[config.mk]
export PLATFORM = sky130hd
export DESIGN_NAME = can_bit_timer
export DESIGN_NICKNAME = d
export VERILOG_FILES = /design/src/rtl/can_bt_pkg.sv /design/src/rtl/can_bt_prescaler.sv /design/src/rtl/can_bt_sampler.sv /design/src/rtl/can_bt_segment.sv /design/src/rtl/can_bit_timer.sv
export SDC_FILE = /design/constraint.sdc
export NUM_CORES = 1
export LEC_CHECK = 0
export BUFFER_PORTS_ARGS = -buffer_cell sky130_fd_sc_hd__buf_2
export CAP_MARGIN = 25
export CORE_MARGIN = 2
export CORE_UTILIZATION = 35
export DETAILED_ROUTE_END_ITERATION = 10
export MAX_ROUTING_LAYER = met4
export PLACE_DENSITY = 0.51
export SLEW_MARGIN = 20
export SYNTH_ARGS = -nofsm -noshare
export SYNTH_HDL_FRONTEND = slang
export SYNTH_SLANG_ARGS = --single-unit
[constraint.sdc]
create_clock -name clk -period 7.2 [get_ports clk]
set_input_delay 0.72 -clock clk [delete_from_list [all_inputs] [get_ports clk]]
set_output_delay 0.72 -clock clk [all_outputs]
set_load 0.02 [all_outputs]
[src/rtl/can_bt_pkg.sv]
package can_bt_pkg;
  localparam int CFG_W   = 24;
  localparam int BRP_W   = 10;
  localparam int SJW_W   = 2;
  localparam int T1_W    = 4;
  localparam int T2_W    = 3;
  localparam int BRP_LSB = 0;
  localparam int SJW_LSB = 14;
  localparam int T1_LSB  = 16;
  localparam int T2_LSB  = 20;
  localparam int TRI_BIT = 23;
  // quantum index must hold T1+T2+SJW (at most 28) plus arithmetic headroom
  localparam int QW      = 6;

  typedef struct packed {
    logic             triple;
    logic [T2_W-1:0]  t2_m1;
    logic [T1_W-1:0]  t1_m1;
    logic [SJW_W-1:0] sjw_m1;
    logic [BRP_W-1:0] brp_m1;
  } bt_cfg_t;

  function automatic bt_cfg_t unpack_cfg(input logic [CFG_W-1:0] w);
    bt_cfg_t c;
    c.brp_m1 = w[BRP_LSB +: BRP_W];
    c.sjw_m1 = w[SJW_LSB +: SJW_W];
    c.t1_m1  = w[T1_LSB  +: T1_W];
    c.t2_m1  = w[T2_LSB  +: T2_W];
    c.triple = w[TRI_BIT];
    return c;
  endfunction
endpackage

[src/rtl/can_bt_prescaler.sv]
module can_bt_prescaler #(
  parameter int CW = 10
) (
  input  logic          clk,
  input  logic          rst,
  input  logic          hold,
  input  logic [CW-1:0] div_m1,
  output logic          tq_tick
);
  logic [CW-1:0] cnt;

  assign tq_tick = !hold && (cnt == div_m1);

  always_ff @(posedge clk) begin
    if (rst || hold)  cnt <= '0;
    else if (tq_tick) cnt <= '0;
    else              cnt <= cnt + 1'b1;
  end


  cnt_in_range_chk: assert property (@(posedge clk) disable iff (rst)
    cnt <= div_m1);
endmodule

[src/rtl/can_bt_sampler.sv]
module can_bt_sampler (
  input  logic clk,
  input  logic rst,
  input  logic hold,
  input  logic tq_tick,
  input  logic triple,
  input  logic rx_in,
  output logic rx_fall,
  output logic vote
);
  localparam int HW = 2;  // earlier quanta kept besides the current one
  logic          rx_s;
  logic [HW-1:0] hist;

  always_ff @(posedge clk) begin
    if (rst || hold) begin
      rx_s <= 1'b1;
      hist <= '1;
    end else begin
      rx_s <= rx_in;
      if (tq_tick) hist <= {hist[HW-2:0], rx_s};
    end
  end

  assign rx_fall = tq_tick && hist[0] && !rx_s;

  always_comb begin
    if (triple) vote = (hist[1] & hist[0]) | (hist[1] & rx_s) | (hist[0] & rx_s);
    else        vote = rx_s;
  end


  fall_on_tick_chk: assert property (@(posedge clk) disable iff (rst)
    rx_fall |=> (hist[0] == 1'b0));
endmodule

[src/rtl/can_bt_segment.sv]
module can_bt_segment #(
  parameter int QW  = 6,
  parameter int T1W = 4,
  parameter int T2W = 3,
  parameter int SW  = 2
) (
  input  logic           clk,
  input  logic           rst,
  input  logic           hold,
  input  logic           tq_tick,
  input  logic           rx_fall,
  input  logic           hs_en,
  input  logic [T1W-1:0] t1_m1,
  input  logic [T2W-1:0] t2_m1,
  input  logic [SW-1:0]  sjw_m1,
  output logic           smp_now,
  output logic           end_now
);
  logic [QW-1:0] q, ext, shr;
  logic          done;

  logic [QW-1:0] t1, t2, sjw, last, total, samp_idx, end_idx;
  logic [QW-1:0] lat_ph, ext_new, shr_new, last_m_shr;
  logic          hard, early, late, late_full, late_now, plain;

  always_comb begin
    t1         = QW'(t1_m1) + QW'(1);
    t2         = QW'(t2_m1) + QW'(1);
    sjw        = QW'(sjw_m1) + QW'(1);
    last       = t1 + t2;
    total      = last + QW'(1);
    samp_idx   = t1 + ext;
    end_idx    = last + ext - shr;
    lat_ph     = total - q;
    ext_new    = (q < sjw) ? q : sjw;
    shr_new    = (lat_ph < sjw) ? lat_ph : sjw;
    last_m_shr = last - shr_new;

    hard      = tq_tick && rx_fall && hs_en;
    early     = tq_tick && rx_fall && !hs_en && !done && (q != '0) && (q <= t1);
    late      = tq_tick && rx_fall && !hs_en && !done && (q > t1);
    late_full = late && (shr_new == lat_ph);
    late_now  = late && !late_full && (last_m_shr == q);
    plain     = tq_tick && !hard && !early && !late;

    smp_now   = plain && (q == samp_idx);
    end_now   = late_full || late_now || (plain && (q == end_idx));
  end

  always_ff @(posedge clk) begin
    if (rst || hold) begin
      q <= '0; ext <= '0; shr <= '0; done <= 1'b0;
    end else if (hard || late_full) begin
      q <= QW'(1); ext <= '0; shr <= '0; done <= 1'b0;
    end else if (late_now) begin
      q <= '0; ext <= '0; shr <= '0; done <= 1'b0;
    end else if (early) begin
      ext <= ext_new; done <= 1'b1; q <= q + QW'(1);
    end else if (late) begin
      shr <= shr_new; done <= 1'b1; q <= q + QW'(1);
    end else if (plain) begin
      if (q == end_idx) begin
        q <= '0; ext <= '0; shr <= '0; done <= 1'b0;
      end else begin
        q <= q + QW'(1);
      end
    end
  end


  q_bound_chk: assert property (@(posedge clk) disable iff (rst)
    q <= last + sjw);


  one_adjust_chk: assert property (@(posedge clk) disable iff (rst || hold)
    (done && !end_now && !hard && tq_tick) |=> done);
endmodule

[src/rtl/can_bit_timer.sv]
module can_bit_timer (
  input  logic                       clk,
  input  logic                       rst,
  input  logic                       cfg_hold,
  input  logic [can_bt_pkg::CFG_W-1:0] cfg_word,
  input  logic                       hard_sync_en,
  input  logic                       rx_in,
  output logic                       sample_stb,
  output logic                       bit_stb,
  output logic                       bit_val
);
  import can_bt_pkg::*;

  bt_cfg_t cfg_r;
  logic    tq_tick, rx_fall, vote, smp_now, end_now;

  always_ff @(posedge clk) begin
    if (rst) begin
      cfg_r      <= '0;
      sample_stb <= 1'b0;
      bit_stb    <= 1'b0;
      bit_val    <= 1'b1;
    end else if (cfg_hold) begin
      cfg_r      <= unpack_cfg(cfg_word);
      sample_stb <= 1'b0;
      bit_stb    <= 1'b0;
      bit_val    <= 1'b1;
    end else begin
      sample_stb <= smp_now;
      bit_stb    <= end_now;
      if (smp_now) bit_val <= vote;
    end
  end

  can_bt_prescaler #(.CW(BRP_W)) u_presc (
    .clk(clk), .rst(rst), .hold(cfg_hold),
    .div_m1(cfg_r.brp_m1), .tq_tick(tq_tick)
  );

  can_bt_sampler u_samp (
    .clk(clk), .rst(rst), .hold(cfg_hold), .tq_tick(tq_tick),
    .triple(cfg_r.triple), .rx_in(rx_in),
    .rx_fall(rx_fall), .vote(vote)
  );

  can_bt_segment #(.QW(QW), .T1W(T1_W), .T2W(T2_W), .SW(SJW_W)) u_seg (
    .clk(clk), .rst(rst), .hold(cfg_hold), .tq_tick(tq_tick),
    .rx_fall(rx_fall), .hs_en(hard_sync_en),
    .t1_m1(cfg_r.t1_m1), .t2_m1(cfg_r.t2_m1), .sjw_m1(cfg_r.sjw_m1),
    .smp_now(smp_now), .end_now(end_now)
  );


  strobe_excl_chk: assert property (@(posedge clk) disable iff (rst)
    !(sample_stb && bit_stb));


  hold_quiet_chk: assert property (@(posedge clk) disable iff (rst)
    cfg_hold |=> (!sample_stb && !bit_stb && bit_val));


  cfg_frozen_chk: assert property (@(posedge clk) disable iff (rst)
    (!cfg_hold && !$past(cfg_hold)) |-> $stable(cfg_r));


  val_hold_chk: assert property (@(posedge clk) disable iff (rst)
    (!sample_stb && !$past(cfg_hold)) |-> $stable(bit_val));


  bit_pulse_chk: assert property (@(posedge clk) disable iff (rst)
    bit_stb |=> !bit_stb);
endmodule

==> results.md <==
- Detailed Route WL: slightly above 9 mm
- RSZ-0062 raised after global routing: no
- DP Wirelength: about 7.3 mm
- Syn-to-layout area delta: 11.85%
- Starting density of the core: 36.20%
- CP Class: reg -> reg
- Top cell type's share of synthesized area: 27.81%
- Core Region: 0.01094 mm2
- GRT Total Usage: 17.16%
- Final worst setup slack: about 0.66 ns
- Iteration-0 DRC Markers: ~120
- Max Fanout on Critical Path: 4
- Achievable Freq: ~150 MHz
- Pwr Density: 221.8 mW/mm2
- Sw Pwr: 306.5 uW
- Synth area leader: dfxtp_1
- Reg2reg start: cfg_r[12]
- I/O pin cnt: 32
- Final worst path period need: 6.539 ns
- Critical Path Source Type: flip-flop
- Row count: 38
- Clock power share: 31.2%
- Setup Viol. Count Final: 0
- # resized after CTS: 0
- Root Driver: clkbuf_16
- Synthesized area: 0.003959 mm2
- Max Cap Viol: 0
- CTS clk-pin slew, worst paths: around 0.070 ns
- CP Data Required Time: 7.41 ns
- # Post-CTS Setup Buffers: 0
- Register share of total power: 32.6%
- Worst slew pin tran: 1.005 ns
- Final Cell Area: 0.004428 mm2
- EDFF count, synth: 0
- Clock Skew: 0.006810 ns
- Combinational power share: roughly 36%
- Util after Layout: 40.49%
- Peak VDD IR: ~0.095 mV
- Sw Ratio: 31.20%
- Pre-CTS setup slack: between 0.6 and 0.7 ns
- Antenna diodes: 0
- CP Launch Point: cfg_r[12]
- Global route overflow: 0
- DR WL/cell: 15.15 um
- Htree depth: 2
- Distinct cells, synth: 55
- Vias in the first global route: between 3000 and 4000
- Setup_tns: 0 ns
- I/O Buffers: 27
- HP Class: reg -> reg
- Fin nets: 548
- Placed inst area: between 0.004 and 0.005 mm2
- Number of hold buffers added after CTS: 0
- WP data arrival: 6.75 ns
- Syn Inst Count: 441
- Crit. End Element: flip-flop
- Largest net degree at the start of global routing: 25
- CTS tree: yes
- Vias: 3089
- Mean Syn Cell Area: 8.977 um2
- Remaining DRCs: 0
- Max-slew violations: 0
- Routability Congestion: 0.8336
- Detailed Routing Iterations Pass 1: 4
- Syn. warnings: 0
- Main synth FF type: dfxtp_1
- CTS Buffer Depth: 2
- Hold Vio Cnt, Final: 0
- Hold path startpoint: u_seg.shr[5]
- FILL cells: about 1100
- First-pass GRT wire length: 15.73 mm
- Layout cell share with drive strength beyond 1: 10.06%
- Die span in y: 110.4 um
- Die area: approximately 0.012 mm2
- Most frequent cell after synthesis: dfxtp_1
- Hold_ws: 0.4506 ns
- Clock latency on the worst-skew pair: 0.29 ns
- Internal Power: 675.8 uW
- Post-synth top cells: dfxtp_1, nor2_1, xnor2_1
- Initial antenna violation count: 0
- # clock sinks: 55
- Slew HR: 32.05%
- Sequential area share after synthesis: 27.81%
- Outcome: finished, final reports clean
- Synth top area cells: dfxtp_1, ha_1, xnor2_1, mux2i_1, nor2_1
- Leak: 0.001863 uW
- Die W: approximately 110 um
- Tcrit/Tclk final: around nine tenths
- Inserted Clock Buffers: 5
- Number of synthesized register bits: 55
- Ys async rst share: 0%
- Vias per cell: 5.089
- ANT nets after route: 0
layout by cell type, fill, tap and decap left out, types with 2 or more instances in the layout:
cell type and count:
a211oi_1 3, a211oi_2 2, a21o_1 7, a21oi_1 17, a22oi_1 4, a31oi_1 5, and3_1 8, and4_1 3
buf_2 27, buf_4 3, bufinv_16 2, clkbuf_16 5, conb_1 2, dfxtp_1 55, fa_1 9, ha_1 44
inv_1 34, mux2i_1 23, nand2_1 19, nand2b_1 3, nand3_1 15, nand3_2 2, nand3b_1 2, nand4_1 4
nor2_1 50, nor2b_1 3, nor3_1 9, o211ai_1 2, o21a_1 5, o21ai_0 9, or4_1 2, xnor2_1 49
xor2_1 15
routing by layer:
layer | part of all wire, % | track usage [%]
met4 | 1.8 | 4.554
met3 | 3.7 | 2.469
met1 | 49 | 22.51
met5 | 0 | -
met2 | 46 | 27.78
kinds of logic after synthesis:
group	after synthesis	synth area share [%]
AOI/OAI and AO/OA	63	10.84
xor gates and xnor gates	65	14.73
muxes	23	5.815
buffers and inverters	48	4.741
DFF	55	27.81
other	1	0.09473
and+or+nand+nor	133	17.51
adders and majority gates	53	18.46
power by group through the flow:
stage / clock network (uW) / registers (uW) / logic, uW
2_1_floorplan: 0 / 325 / 284
3_3_place_gp: 0 / 328 / 347
3_5_place_dp: 0 / 328 / 354
4_1_cts: 314 / 321 / 357
5_1_grt: 324 / 322 / 400
6_report: 307 / 321 / 355
through the flow:
stage / instances / power, uW
after floorplan: 442 / 608.8
after global placement: 599 / 674.6
after detailed placement: 599 / 681.6
after CTS: 607 / 991.6
after global routing: 607 / 1047
final: 607 / 982.3
worst paths after layout:
check / end / slack [ns] / depth (start not counted)
min reg2reg: u_seg.shr[5] / 0.45 / 2
min: u_seg.shr[5] / 0.45 / 2
max reg2reg: bit_stb / 0.66 / 23
max: bit_stb / 0.66 / 23
final cells by class:
cell class	count	area, um2	area share (%)
well taps	140	175.2	3.956
clock inverters	2	60.06	1.356
clock buffers	6	128.9	2.910
inverters	35	131.4	2.967
multi-input cells	339	2674	60.38
repair buffers	30	157.7	3.560
flip-flops and latches	55	1101	24.87
state kept, by name (all words and copies together) (netlist names), 2 cells and up:
signal,cells
cfg_r,20
u_presc.cnt,10
u_seg.ext,6
u_seg.q,6
u_seg.shr,6
u_samp.hist,2
worst max-delay path, cell delays in order (launching register included):
cell     delay [ns]
dfxtp_1        0.34
ha_1           0.38
fa_1           0.72
inv_1          0.13
ha_1           0.30
inv_1          0.06
ha_1           0.16
inv_1          0.05
fa_1           0.41
o21ai_0        0.23
xor2_1         0.19
xnor2_1        0.13
nor4_2         0.46
mux2i_1        0.42
inv_1          0.08
ha_1           0.23
fa_1           0.46
xnor2_1        0.20
xnor2_1        0.14
nand3_1        0.09
nor3_1         0.44
nand3_1        0.13
or4b_1         0.51
a31oi_1        0.21
No activity file was read; power rests on OpenSTA's default activity.
